--- src/rtl/sideload_pkg.sv ---
package sideload_pkg;
  typedef enum logic [1:0] {
    SL_IDLE  = 2'd0,
    SL_BUSY  = 2'd1,
    SL_DRAIN = 2'd2
  } sl_state_e;

  localparam logic [7:0] STAT_BUSY  = 8'h01;
  localparam logic [7:0] STAT_CLEAR = 8'h00;
endpackage

--- src/rtl/sl_handshake.sv ---
module sl_handshake
  import sideload_pkg::*;
(
  input  logic       clk,
  input  logic       rst_n,
  input  logic       reg_rd,
  input  logic       done,
  output logic       iso,
  output logic [7:0] status
);
  sl_state_e state, state_nx;

  always_comb begin
    state_nx = state;
    unique case (state)
      SL_IDLE:  if (reg_rd) state_nx = SL_BUSY;
      SL_BUSY:  if (done)   state_nx = SL_DRAIN;
      SL_DRAIN: if (reg_rd) state_nx = SL_IDLE;
      default:              state_nx = SL_IDLE;
    endcase
  end

  always_ff @(posedge clk) begin
    if (!rst_n) state <= SL_IDLE;
    else        state <= state_nx;
  end

  assign iso    = (state == SL_BUSY);
  assign status = ((state == SL_BUSY) || (state == SL_IDLE && reg_rd)) ? STAT_BUSY : STAT_CLEAR;

  // a transfer stays open until the microcontroller finishes it
  a_r1_hold_busy: assert property (@(posedge clk) disable iff (!rst_n)
    (iso && !done) |=> iso);
  // completion releases isolation on the following cycle
  a_r2_release: assert property (@(posedge clk) disable iff (!rst_n)
    (iso && done) |=> !iso);
  // the drain read never restarts a transfer
  a_r2_drain_quiet: assert property (@(posedge clk) disable iff (!rst_n)
    (state == SL_DRAIN) |=> !iso);
endmodule

--- src/rtl/sl_addr_counter.sv ---
module sl_addr_counter #(
  parameter int ADDR_W = 21
) (
  input  logic              clk,
  input  logic              rst_n,
  input  logic              load,
  input  logic [ADDR_W-1:0] load_val,
  input  logic              step,
  output logic [ADDR_W-1:0] count,
  output logic              ovf
);
  localparam logic [ADDR_W-1:0] TOP = {ADDR_W{1'b1}};

  function automatic logic [ADDR_W:0] bump(input logic [ADDR_W-1:0] a);
    return {1'b0, a} + {{ADDR_W{1'b0}}, 1'b1};
  endfunction

  logic [ADDR_W:0] nxt;
  assign nxt = bump(count);

  always_ff @(posedge clk) begin
    if (!rst_n) begin
      count <= '0;
      ovf   <= 1'b0;
    end else if (load) begin
      count <= load_val;
      ovf   <= 1'b0;
    end else if (step) begin
      count <= nxt[ADDR_W-1:0];
      if (nxt[ADDR_W]) ovf <= 1'b1;
    end
  end

  // a load places the value and clears the flag
  a_r4_load: assert property (@(posedge clk) disable iff (!rst_n)
    load |=> (count == $past(load_val)) && !ovf);
  // no step and no load means no movement
  a_r6_still: assert property (@(posedge clk) disable iff (!rst_n)
    (!load && !step) |=> $stable(count));
  // the overflow flag is sticky
  a_r7_sticky: assert property (@(posedge clk) disable iff (!rst_n)
    (ovf && !load) |=> ovf);
  // stepping from the top sets the flag and lands on zero
  a_r7_wrap: assert property (@(posedge clk) disable iff (!rst_n)
    (step && !load && count == TOP) |=> (ovf && count == '0));
endmodule

--- src/rtl/sl_strobe_gate.sv ---
module sl_strobe_gate (
  input  logic clk,
  input  logic rst_n,
  input  logic strobe,
  input  logic enable,
  output logic fire
);
  logic strobe_q;

  always_ff @(posedge clk) begin
    if (!rst_n) strobe_q <= 1'b0;
    else        strobe_q <= strobe;
  end

  assign fire = enable && strobe && !strobe_q;

  // a held strobe fires once
  a_r5_single: assert property (@(posedge clk) disable iff (!rst_n)
    fire |=> !fire);
  // nothing fires outside a transfer
  a_r6_idle_quiet: assert property (@(posedge clk) disable iff (!rst_n)
    !enable |-> !fire);
endmodule

--- src/rtl/sl_bus_mux.sv ---
module sl_bus_mux #(
  parameter int ADDR_W = 21,
  parameter int DATA_W = 8
) (
  input  logic              iso,
  input  logic              fire,
  input  logic [ADDR_W-1:0] count,
  input  logic [DATA_W-1:0] mcu_data,
  input  logic [ADDR_W-1:0] host_addr,
  input  logic              host_mem_en,
  input  logic              host_reg_en,
  input  logic              host_we,
  input  logic [DATA_W-1:0] host_wdata,
  input  logic [7:0]        status,
  input  logic [DATA_W-1:0] sram_rdata,
  output logic [DATA_W-1:0] host_rdata,
  output logic [ADDR_W-1:0] sram_addr,
  output logic [DATA_W-1:0] sram_wdata,
  output logic              sram_ce_n,
  output logic              sram_we_n
);
  localparam logic [DATA_W-1:0] FLOAT = {DATA_W{1'b1}};

  always_comb begin
    if (iso) begin
      sram_addr  = count;
      sram_wdata = mcu_data;
      sram_ce_n  = !fire;
      sram_we_n  = !fire;
    end else begin
      sram_addr  = host_addr;
      sram_wdata = host_wdata;
      sram_ce_n  = !host_mem_en;
      sram_we_n  = !(host_mem_en && host_we);
    end
  end

  always_comb begin
    host_rdata = '0;
    if (host_reg_en)      host_rdata = DATA_W'(status);
    else if (host_mem_en) host_rdata = iso ? FLOAT : sram_rdata;
  end
endmodule

--- src/rtl/sideload_ctrl.sv ---
module sideload_ctrl #(
  parameter int ADDR_W = 21,
  parameter int DATA_W = 8
) (
  input  logic              clk,
  input  logic              rst_n,
  input  logic [ADDR_W-1:0] host_addr,
  input  logic              host_mem_en,
  input  logic              host_reg_en,
  input  logic              host_we,
  input  logic [DATA_W-1:0] host_wdata,
  output logic [DATA_W-1:0] host_rdata,
  input  logic              mcu_addr_ld,
  input  logic [ADDR_W-1:0] mcu_addr,
  input  logic [DATA_W-1:0] mcu_data,
  input  logic              mcu_strobe,
  input  logic              mcu_done,
  output logic              mcu_ovf,
  output logic [ADDR_W-1:0] sram_addr,
  output logic [DATA_W-1:0] sram_wdata,
  input  logic [DATA_W-1:0] sram_rdata,
  output logic              sram_ce_n,
  output logic              sram_we_n
);
  logic              iso;
  logic              fire;
  logic              reg_rd;
  logic [7:0]        status;
  logic [ADDR_W-1:0] count;

  assign reg_rd = host_reg_en && !host_we;

  sl_handshake u_hs (
    .clk(clk), .rst_n(rst_n), .reg_rd(reg_rd), .done(mcu_done),
    .iso(iso), .status(status)
  );

  sl_strobe_gate u_gate (
    .clk(clk), .rst_n(rst_n), .strobe(mcu_strobe), .enable(iso), .fire(fire)
  );

  sl_addr_counter #(.ADDR_W(ADDR_W)) u_cnt (
    .clk(clk), .rst_n(rst_n), .load(mcu_addr_ld), .load_val(mcu_addr),
    .step(fire), .count(count), .ovf(mcu_ovf)
  );

  sl_bus_mux #(.ADDR_W(ADDR_W), .DATA_W(DATA_W)) u_mux (
    .iso(iso), .fire(fire), .count(count), .mcu_data(mcu_data),
    .host_addr(host_addr), .host_mem_en(host_mem_en), .host_reg_en(host_reg_en),
    .host_we(host_we), .host_wdata(host_wdata), .status(status),
    .sram_rdata(sram_rdata), .host_rdata(host_rdata), .sram_addr(sram_addr),
    .sram_wdata(sram_wdata), .sram_ce_n(sram_ce_n), .sram_we_n(sram_we_n)
  );

  // host traffic never enables the SRAM during a transfer
  a_r3_no_host_ce: assert property (@(posedge clk) disable iff (!rst_n)
    (iso && !fire) |-> sram_ce_n);
  // a write step moves the counter by exactly one
  a_r5_step_one: assert property (@(posedge clk) disable iff (!rst_n)
    (fire && !mcu_addr_ld) |=> (count == $past(count) + 1'b1));
  // the write pulse targets the counter
  a_r5_addr: assert property (@(posedge clk) disable iff (!rst_n)
    fire |-> (!sram_we_n && sram_addr == count));
endmodule

--- config.mk ---
export PLATFORM = sky130hd
export DESIGN_NAME = sideload_ctrl
export DESIGN_NICKNAME = d
export VERILOG_FILES = /design/src/rtl/sideload_pkg.sv /design/src/rtl/sl_handshake.sv /design/src/rtl/sl_addr_counter.sv /design/src/rtl/sl_strobe_gate.sv /design/src/rtl/sl_bus_mux.sv /design/src/rtl/sideload_ctrl.sv
export SDC_FILE = /design/constraint.sdc
export NUM_CORES = 1
export LEC_CHECK = 0
export ABC_AREA = 1
export BUFFER_PORTS_ARGS = -buffer_cell sky130_fd_sc_hd__buf_2
export CORE_UTILIZATION = 45
export DETAILED_ROUTE_END_ITERATION = 8
export PLACE_DENSITY_LB_ADDON = 0.05
export SLEW_MARGIN = 20
export SYNTH_ARGS = -nofsm -noshare
export SYNTH_HDL_FRONTEND = slang
export SYNTH_SLANG_ARGS = --single-unit
--- constraint.sdc ---
create_clock -name clk -period 1.4 [get_ports clk]
set_input_delay 0.35 -clock clk [delete_from_list [all_inputs] [get_ports clk]]
set_output_delay 0.35 -clock clk [all_outputs]
set_load 0.02 [all_outputs]
Yosys cells after proc, flatten, opt, wreduce, memory -nomap -nowiden
Index checks and enable logic that the tools add are counted.
{"block": "op_classes", "add_sub_neg": 1, "n_mul": 0, "div_mod_pow": 0, "order_cmp": 0, "n_eq_ne": 5, "shifts": 0, "muxes": 14, "bitwise": 1, "n_reduce_logical": 16}
{"cell": "$mux 21", "n": 3}
{"cell": "$mux 8", "n": 4}
{"cell": "$add 21x1->22 const B", "n": 1}
{"cell": "$mux 2", "n": 3}
{"cell": "$pmux 2 s3", "n": 1}
{"cell": "$logic_and 1x1->1", "n": 5}
{"cell": "$logic_not 1->1", "n": 5}
{"cell": "$ne 2x1->1 const B", "n": 2}
{"cell": "$mux 1", "n": 3}
{"cell": "$reduce_and 3->1", "n": 1}
{"cell": "$eq 2x1->1 const B", "n": 1}
{"cell": "$eq 2x2->1 const B", "n": 1}
{"cell": "$logic_not 2->1", "n": 1}
{"cell": "$ne 2x2->1 const B", "n": 1}
{"cell": "$reduce_and 2->1", "n": 1}
{"cell": "$reduce_bool 2->1", "n": 1}
{"cell": "$reduce_or 2->1", "n": 1}
{"cell": "$logic_or 1x1->1", "n": 1}
{"cell": "$not 1->1", "n": 1}
{"block": "totals", "regBits": 25, "latchBits": 0, "ram_bits": 0, "romBits": 0, "inputBits": 74, "output_inout_bits": 40, "elab_cells": 41, "memories": 0}

Depth between registers and ports, before layout
Gate-level depths: netlist of run 1.
{"block": "logic_depth", "word_depth": 6, "depth_mapped": 10, "depth_no_buf": 10}

Cells and area by module
From an unflattened synthesis of run 1, not the netlist that was laid out.
{"block": "unflattened", "cells_unflattened": 379, "area_unflattened_um2": 2195.9}
{"module": "sl_addr_counter", "n_inst": 1, "cells_each": 207, "area_per_inst_um2": 1440.1, "seq_area_each_um2": 440.4}
{"module": "sl_bus_mux", "n_inst": 1, "cells_each": 143, "area_per_inst_um2": 565.5, "seq_area_each_um2": 0.0}
{"module": "sl_handshake", "n_inst": 1, "cells_each": 22, "area_per_inst_um2": 142.6, "seq_area_each_um2": 40.0}
{"module": "sl_strobe_gate", "n_inst": 1, "cells_each": 5, "area_per_inst_um2": 37.5, "seq_area_each_um2": 20.0}
{"module": "sideload_ctrl", "n_inst": 1, "cells_each": 2, "area_per_inst_um2": 10.0, "seq_area_each_um2": 0.0}

Least setup slack after synthesis of run 1
No wires, ideal clock.
{"block": "synth_timing", "path_kind": "reg2out", "from": "reg u_hs.state[0]", "to": "out host_rdata[0]", "arrival_time_ps": 1177, "t_required_ps": 1050, "setup_slack_ps": -127, "stages_incl_launch_ff": 6, "n_path_buf": 1, "cell_sequence": "dfxtp_1 -> nand2_4 -> inv_2 -> clkbuf_1 -> nor2_1 -> o32ai_1"}
{"block": "synth_via", "elab_chain_cells": 5, "elab_cells_between_ends": 8, "classes_between": "eq/ne (1); mux (4); reduce/logical (3)"}
{"item": "start, declared", "line_no": "sl_handshake.sv:11", "source": "sl_state_e state, state_nx;"}
{"item": "start signal, assigned", "line_no": "sl_handshake.sv:25", "source": "else state <= state_nx;"}
{"item": "$logic_not 2->1", "line_no": "sl_handshake.sv:29", "source": "assign status = ((state == SL_BUSY) || (state == SL_IDLE && reg_rd)) ? STAT_BUSY : STAT_CLEAR;"}
{"item": "$logic_and 1x1->1", "line_no": "sl_handshake.sv:29"}
{"item": "$logic_or 1x1->1", "line_no": "sl_handshake.sv:29"}
{"item": "$mux 1", "line_no": "sl_handshake.sv:29"}
{"item": "$mux 8 *", "line_no": "sl_bus_mux.sv:40", "source": "if (host_reg_en) host_rdata = DATA_W'(status);"}
{"item": "end, declared", "line_no": "sideload_ctrl.sv:12", "source": "output logic [DATA_W-1:0] host_rdata,"}
Mark *: on every way between the ends. The rest lies on a longest branch, timed or not.

Worst setup path in the final report of run 1
{"block": "layout_timing", "from": "reg u_hs.state[0]", "to": "out sram_we_n"}
{"block": "layout_via", "elab_chain_cells": 5}
{"item": "$eq 2x1->1 *", "line_no": "sl_handshake.sv:28", "source": "assign iso = (state == SL_BUSY);"}
{"item": "$logic_and 1x1->1 (2 in a row)", "line_no": "sl_strobe_gate.sv:15", "source": "assign fire = enable && strobe && !strobe_q;"}
{"item": "$logic_not 1->1", "line_no": "sl_bus_mux.sv:29", "source": "sram_we_n = !fire;"}
{"item": "$mux 1 *", "line_no": "sl_bus_mux.sv:25", "source": "if (iso) begin"}
{"item": "end, declared", "line_no": "sideload_ctrl.sv:23", "source": "output logic sram_we_n"}
Marked as above.

==> results.rst, run 1 <==
.. list-table::
   :header-rows: 1

   * - Metric
     - Value
   * - Status
     - complete, but fails checks
   * - Failing checks
     - negative setup slack
   * - Minimum clock period after layout
     - 1.65 ns
   * - Primary flip-flop cell chosen by synthesis mapping
     - dfxtp_1
   * - Port buffer count
     - 113
   * - Hold buffer count at cts
     - 0
   * - Final routed wirelength across all metal layers
     - 6.99 mm
   * - Via count of the first global-routing pass
     - 2324
   * - Final Worst Setup Slack
     - -0.251 ns
   * - Setup TNS
     - -8.11 ns
   * - CP required
     - 1.05 ns
   * - First drt pass iteration count
     - 5
   * - Yosys top cell by area
     - dfxtp_1
   * - Largest stage delay, worst path
     - 0.40 ns
   * - Gpl congestion
     - 0.851
   * - Cell count after placement
     - 541
   * - Total number of clock tree sinks
     - 25
   * - Netlist Area Pre-Place
     - 2080 um^2
   * - Yosys top cell area share
     - 24.1%
   * - Placement Setup Slack
     - -0.0196 ns
   * - EDFF count, synth
     - 0
   * - Count of mapped cells out of synthesis
     - 366
   * - Drt via density
     - 5.05
   * - Final HPWL from detailed placement
     - 4.67 mm
   * - Nets@finish
     - 577
   * - Fraction of registers with async set/reset
     - 0%
   * - Library cell with the highest instance count after synthesis
     - nand2_1
   * - Largest net degree at the start of global routing
     - 42
   * - Count of synthesis-stage warnings from yosys
     - 0
   * - Number of unique standard cell types used by synthesis
     - 28
   * - Clock Path Buffers
     - 2
   * - Die Wd
     - 70 um
   * - First-pass GRT wire length
     - 10.1 mm
   * - Fraction of layout cells with a size suffix above 1
     - 43.7%
   * - Total count of hold-check failures in the final report
     - 0
   * - Maximum Capacitance Violations
     - 0
   * - Endpoint kind of the worst setup timing path
     - output pin
   * - Most used standard cells in the synthesized netlist
     - nand2_1 (122), nor2_1 (43), inv_1 (42), o21ai_0 (28), dfxtp_1 (25)
   * - Diodes inserted
     - 0
   * - Crit-path slowest cell
     - dfxtp_2
   * - Area of the placeable core
     - 4410 um^2
   * - Post-DR wirelength/cell
     - 12.6 um
   * - Total CTS buffers
     - 3
   * - Global router's overall resource usage
     - 24.8%
   * - Area added between synthesis and finish
     - 59.0%
   * - Achievable frequency
     - 606 MHz
   * - Total chip power
     - 2.18 mW
   * - Iter 0 DRT Violations
     - 123
   * - Die span in y
     - 70 um
   * - Total routed wire length on the met1 layer
     - 2.98 mm
   * - Pwr/cell area
     - 658 nW/um^2
   * - Number of antenna violations at the first check in global routing
     - 0
   * - Syn_area_per_cell
     - 5.69 um^2
   * - Maximum level of the CTS H-tree
     - 1
   * - Slew Limit Headroom
     - 65.2%
   * - Highest signal layer in the routed design
     - met4
   * - Min-delay worst type
     - primary input to register
   * - CP cell instances
     - nand2_8 -> clkbuf_16 -> a31oi_2 -> buf_4
   * - Final Setup Violations
     - 50
   * - Startpoint types
     - register
   * - Clock slew seen by the registers of the worst setup and hold paths
     - 0.09 ns
   * - Clock latency reported for the late side of the worst-skew pair
     - 0.28 ns
   * - Starting density of the core
     - 47.1%
   * - Leak
     - 1.68 nW
   * - Unrepaired setup endpoints after global routing
     - yes
   * - Count of vias placed by the detailed router
     - 2792
   * - TritonCTS clock tree
     - done
   * - Slew Viols, Final
     - 0
   * - Worst IR Drop VDD
     - 0.000383 V
   * - Congestion Overflow GR
     - 0
   * - Max Clock Skew
     - 0.00765 ns
   * - Area of the die
     - 4900 um^2
   * - DRC Markers
     - 0
   * - Top-level port count
     - 114
   * - Worst slew pin tran
     - 0.522 ns
   * - Net count after synthesis
     - 441
   * - Critical path's top delay family
     - flip-flops
   * - Post-detailed-route count of antenna-violating nets
     - 0
   * - Buffer cell driving the clock tree root
     - clkbuf_8
   * - Period Utilization, post-route
     - 118%
   * - Final non-filler cell area
     - 3310 um^2
   * - Number of placement rows
     - 24
   * - Synthesis-stage register bit count
     - 25
   * - Detailed route wirelength on metal2
     - 3.42 mm
   * - Count of buffering cells on the critical path with inverters included
     - 2
   * - Sequential element share of the synthesized area
     - 24.1%
   * - Non-Filler Instances
     - 553
   * - DP Area
     - 2860 um^2
   * - Setup CP Type
     - register to output pin
   * - Arrival time of the worst setup path
     - 1.30 ns
   * - Worst-path fanout max
     - 10
   * - Met3 layer wire length in the routed design
     - 528 um
   * - Synth area leaders
     - dfxtp_1 (24%), nand2_1 (22%), nor2_1 (7.8%)
## worst min-delay path, stage by stage
cell and delay [ns]:
buf_2 0.09, nand2_1 0.04, inv_1 0.05
## through the flow
stage,hold slack (ns),util (%)
CTS,0.267,67.6
global route,0.321,75.0
floorplan,0.443,-
finish,0.283,75.0
detailed placement,0.438,64.8
global placement,0.437,64.8
## layer usage
layer / GRT usage [%] / vias to the layer above
met4: 5.11 / 0
met3: 2.60 / 6
met1: 32.9 / 1233
met2: 43.4 / 127
met5: 0 / -
li1: - / 1426
## layout make-up
cell class	count	area, um^2
Clock buffer	4	45.0
Timing Repair Buffer	145	1010
Multi-Input combinational cell	281	1490
Fill cell	374	1100
Inverter	46	184
Tap cell	52	65.1
Sequential cell	25	519
## placed cells by master (no fill, tap or decap), types with 6 or more instances in the layout
cell type	Yosys	routed
a21oi_1	14	11
buf_2	5	74
buf_4	0	53
buf_6	2	14
dfxtp_1	25	16
dfxtp_2	0	6
inv_1	42	40
nand2_1	122	117
nand2_2	6	9
nand3_1	23	22
nand4_1	6	6
nor2_1	43	26
nor2_2	3	19
nor2_4	5	6
o21ai_0	28	9
o21ai_1	7	20
## registers in the layout, summed over array words and instances, names as in the netlist
name,cells
u_cnt.count,21
u_cnt.ovf,1
u_gate.strobe_q,1
u_hs.state,2
## final timing paths
kind	cells after the start	from	to	slack [ns]
worst max-delay path	4	u_hs.state[0]	sram_we_n	-0.25
worst min-delay path	3	mcu_strobe	u_gate.strobe_q	0.28
worst max register to register	10	u_hs.state[0]	u_cnt.count[12]	-0.08
worst min register to register	2	u_cnt.ovf	u_cnt.ovf	0.45
## logic make-up (layout without fill, tap and decap cells)
kind of cell,count (synthesis),in the layout,share of synthesized area (%)
AND/OR/NAND/NOR,217,217,46.6
buffers and inverters,60,195,11.8
AO/OA/AOI/OAI,59,59,15.2
flip-flops,25,25,24.1
XOR/XNOR,4,4,1.68
adder cells (fa/ha/maj),1,1,0.601
## power by group
part           switching [mW]  internal (mW)  leakage, nW
Clock                   0.252          0.204       0.0228
Combinational           0.496          0.419         1.44
Sequential             0.0510          0.755        0.211
Total                   0.799           1.38         1.68
## what timing repair did
action	4_1_cts	5_1_grt
gates cloned	0	3
buffers inserted	2	4
pin swaps	2	5
endpoints found under the setup margin	41	58
resized for setup	25	98
endpoints found under the hold margin	0	0
Power figures use the tool's default switching activity.
==> run 2, diff against run 1 <==
==> constraint.sdc (replaced) <==
create_clock -name clk -period 1.4 [get_ports clk]
set_input_delay 0.35 -clock clk [delete_from_list [all_inputs] [get_ports clk]]
set_output_delay 0.35 -clock clk [all_outputs]
set_load 0.01 [all_outputs]
==> run 2 against run 1 <==
The run still ends with negative setup slack left. Worst hold slack got worse by 0.012 ns. Worst setup slack improved by 0.038 ns. Combinational power shrank 19%. Wire length down 6.7%. Via count fell by 1.8%. Count of clock-buffer cells in the layout unchanged. Die area unchanged. Power shrank 8.9%. Global-route usage rose by 1.3 points. Clock skew is 0.0041 ns lower. Non-clock buffer count is 3 lower. Critical path depth is 3 higher.
==> results.rst, run 2 (synthesized netlist as in run 1, its figures left out) <==
.. list-table::
   :header-rows: 1

   * - Metric
     - Value
   * - Startpoint of the most critical hold path
     - mcu_strobe (unchanged)
   * - Cells on worst reg2reg path
     - 10 (unchanged)
   * - Slew Limit Headroom
     - 69.5% (was 65.2%)
   * - Leak
     - 1.62 nW (was 1.68 nW)
   * - Clock slew seen by the registers of the worst setup and hold paths
     - 0.09 ns (about the same)
   * - Unrepaired setup endpoints after global routing
     - yes (unchanged)
   * - Area added between synthesis and finish
     - 49.3% (was 59.0%)
   * - Fraction of layout cells with a size suffix above 1
     - 39.7% (was 43.7%)
   * - Number of antenna violations at the first check in global routing
     - 0 (unchanged)
   * - Congestion Overflow GR
     - 0 (unchanged)
   * - Total CTS buffers
     - 3 (unchanged)
   * - Critical path's top delay family
     - buffers and inverters (was flip-flops)
   * - Crit-path slowest cell
     - dfxtp_2 (unchanged)
   * - Tightest hold margin
     - 0.271 ns (was 0.283 ns)
   * - Minimum clock period after layout
     - 1.61 ns (was 1.65 ns)
   * - Leading registers by flop count
     - u_cnt.count: 21 flops, u_hs.state: 2 flops (unchanged)
   * - Max FFs per register
     - 21 (unchanged)
   * - Most frequent standard cell in the layout excluding fill and tap cells
     - buf_2 (was nand2_1)
   * - Global router's overall resource usage
     - 26.1% (was 24.8%)
   * - Achievable frequency
     - 620 MHz (was 606 MHz)
   * - Maximum Capacitance Violations
     - 0 (unchanged)
   * - Critical path depth
     - 7 (was 4)
   * - Total count of hold-check failures in the final report
     - 0 (unchanged)
   * - Final Setup Violations
     - 56 (was 50)
   * - Nets@finish
     - 575 (was 577)
   * - Iter 0 DRT Violations
     - 132 (was 123)
   * - Number of cells traversed by the worst hold path
     - 3 (unchanged)
   * - Startpoint types
     - register (unchanged)
   * - Launch point of the critical path
     - u_hs.state[1] (was u_hs.state[0])
   * - Min-delay worst type
     - primary input to register (unchanged)
   * - Max Clock Skew
     - 0.00354 ns (was 0.00765 ns)
   * - Largest net degree at the start of global routing
     - 22 (was 42)
   * - Area of the die
     - 4900 um^2 (unchanged)
   * - Setup CP Type
     - register to output pin (unchanged)
   * - Die Wd
     - 70 um (unchanged)
   * - Top-level port count
     - 114 (unchanged)
   * - Worst IR Drop VDD
     - 0.000436 V (was 0.000383 V)
   * - Die span in y
     - 70 um (unchanged)
   * - Total number of clock tree sinks
     - 25 (unchanged)
   * - Clock Path Buffers
     - 2 (unchanged)
   * - Drt via density
     - 4.97 (was 5.05)
   * - Register-to-register path setup slack
     - -0.11 ns (was -0.08 ns)
   * - Status
     - complete, but fails checks (unchanged)
   * - Largest stage delay, worst path
     - 0.34 ns (was 0.40 ns)
   * - Number of placement rows
     - 24 (unchanged)
   * - TritonCTS clock tree
     - done (unchanged)
   * - Diodes inserted
     - 0 (unchanged)
   * - Port buffer count
     - 113 (unchanged)
   * - Hold buffer count at cts
     - 0 (unchanged)
   * - First drt pass iteration count
     - 4 (was 5)
   * - First-pass GRT wire length
     - 10.5 mm (was 10.1 mm)
   * - Area of the placeable core
     - 4410 um^2 (unchanged)
   * - CP cell instances
     - inv_4 -> nand2_8 -> inv_8 -> buf_12 -> nor2_4 -> o32ai_2 -> buf_2 (was nand2_8 -> clkbuf_16 -> a31oi_2 -> buf_4)
   * - Post-DR wirelength/cell
     - 11.8 um (was 12.6 um)
   * - Number of fill cells
     - 405 (was 374)
   * - Final Worst Setup Slack
     - -0.212 ns (was -0.251 ns)
   * - Worst slew pin tran
     - 0.457 ns (was 0.522 ns)
   * - Gpl congestion
     - 0.882 (was 0.851)
   * - DRC Markers
     - 0 (unchanged)
   * - Maximum level of the CTS H-tree
     - 1 (unchanged)
   * - Slew Viols, Final
     - 0 (unchanged)
   * - Worst-path fanout max
     - 7 (was 10)
   * - Total chip power
     - 1.98 mW (was 2.18 mW)
   * - Pwr/cell area
     - 638 nW/um^2 (was 658 nW/um^2)
   * - Period Utilization, post-route
     - 115% (was 118%)
   * - Source of the worst register-to-register timing path
     - u_hs.state[1] (was u_hs.state[0])
   * - Failing checks
     - negative setup slack (unchanged)
   * - CP required
     - 1.05 ns (about the same)
   * - Via count of the first global-routing pass
     - 2365 (was 2324)
   * - Most flops, register
     - u_cnt.count (unchanged)
   * - Starting density of the core
     - 47.1% (unchanged)
   * - Clock latency reported for the late side of the worst-skew pair
     - 0.27 ns (was 0.28 ns)
   * - Final HPWL from detailed placement
     - 5.04 mm (was 4.67 mm)
   * - Post-detailed-route count of antenna-violating nets
     - 0 (unchanged)
   * - Commonest non-fill, non-tap cells in the layout
     - buf_2 (113), nand2_1 (112), inv_1 (41), nor2_1 (33), nand3_1 (23) (was nand2_1 (117), buf_2 (74), buf_4 (53), inv_1 (40), nor2_1 (26))
   * - Buffer cell driving the clock tree root
     - clkbuf_8 (unchanged)
   * - Count of vias placed by the detailed router
     - 2741 (was 2792)
   * - Count of buffering cells on the critical path with inverters included
     - 4 (was 2)
   * - Arrival time of the worst setup path
     - 1.26 ns (was 1.30 ns)
   * - Endpoint kind of the worst setup timing path
     - output pin (unchanged)
   * - Final routed wirelength across all metal layers
     - 6.52 mm (was 6.99 mm)
run 2: tightest hold or removal path: cells and delay by family:
kind,cells,cell delay [ns]
buf+inv,2,0.13
simple gates,1,0.04
run 2: metal layers:
metal  vias to the layer above  part of all wire [%]  routed length, um  track usage (%)
li1                       1424                     -                  -                -
met1                      1200                    45               2920             33.5
met2                       104                    48               3130             46.8
met3                        13                   5.7                373             3.03
met4                         0                   1.7                109             5.33
met5                         -                     0                  0                0
run 2: layout make-up:
type,instances,area (um^2),share of cell area (%)
clock buffers,4,45.0,1.45
inverters,46,185,5.96
multi-input cells,282,1440,46.4
flip-flops and latches,25,508,16.4
well taps,52,65.1,2.09
repair buffers,142,863,27.8
run 2: final timing paths:
check | endpoint
max | host_rdata[0]
min | u_gate.strobe_q
min reg2reg | u_cnt.ovf
max reg2reg | u_cnt.count[6]
run 2: repair_timing:
action | 4_1_cts | 5_1_grt
endpoints found under the hold margin | 0 | 0
resized for setup | 35 | 28
gates cloned | 1 | 2
pin swaps | 3 | 2
setup endpoints to repair | 39 | 59
buffers inserted | 2 | 2
run 2: power by group:
group	total [mW]	switching (mW)	leakage [nW]	internal [mW]
clock network	0.439	0.235	0.0228	0.204
logic	0.742	0.394	1.39	0.348
registers	0.802	0.0469	0.208	0.755
total	1.98	0.676	1.62	1.31
run 2: stage by stage:
step	instances	utilization (%)	cell area, um^2	setup TNS (ns)	worst slack, ns
3_3_place_gp	541	64.4	2840	0	0.0103
6_report	551	70.4	3110	-7.18	-0.212
3_5_place_dp	541	64.4	2840	-0.00936	-0.00803
4_1_cts	547	68.0	3000	-7.08	-0.221
5_1_grt	551	70.4	3110	-11.31	-0.260
2_1_floorplan	366	-	2080	0	0.0109
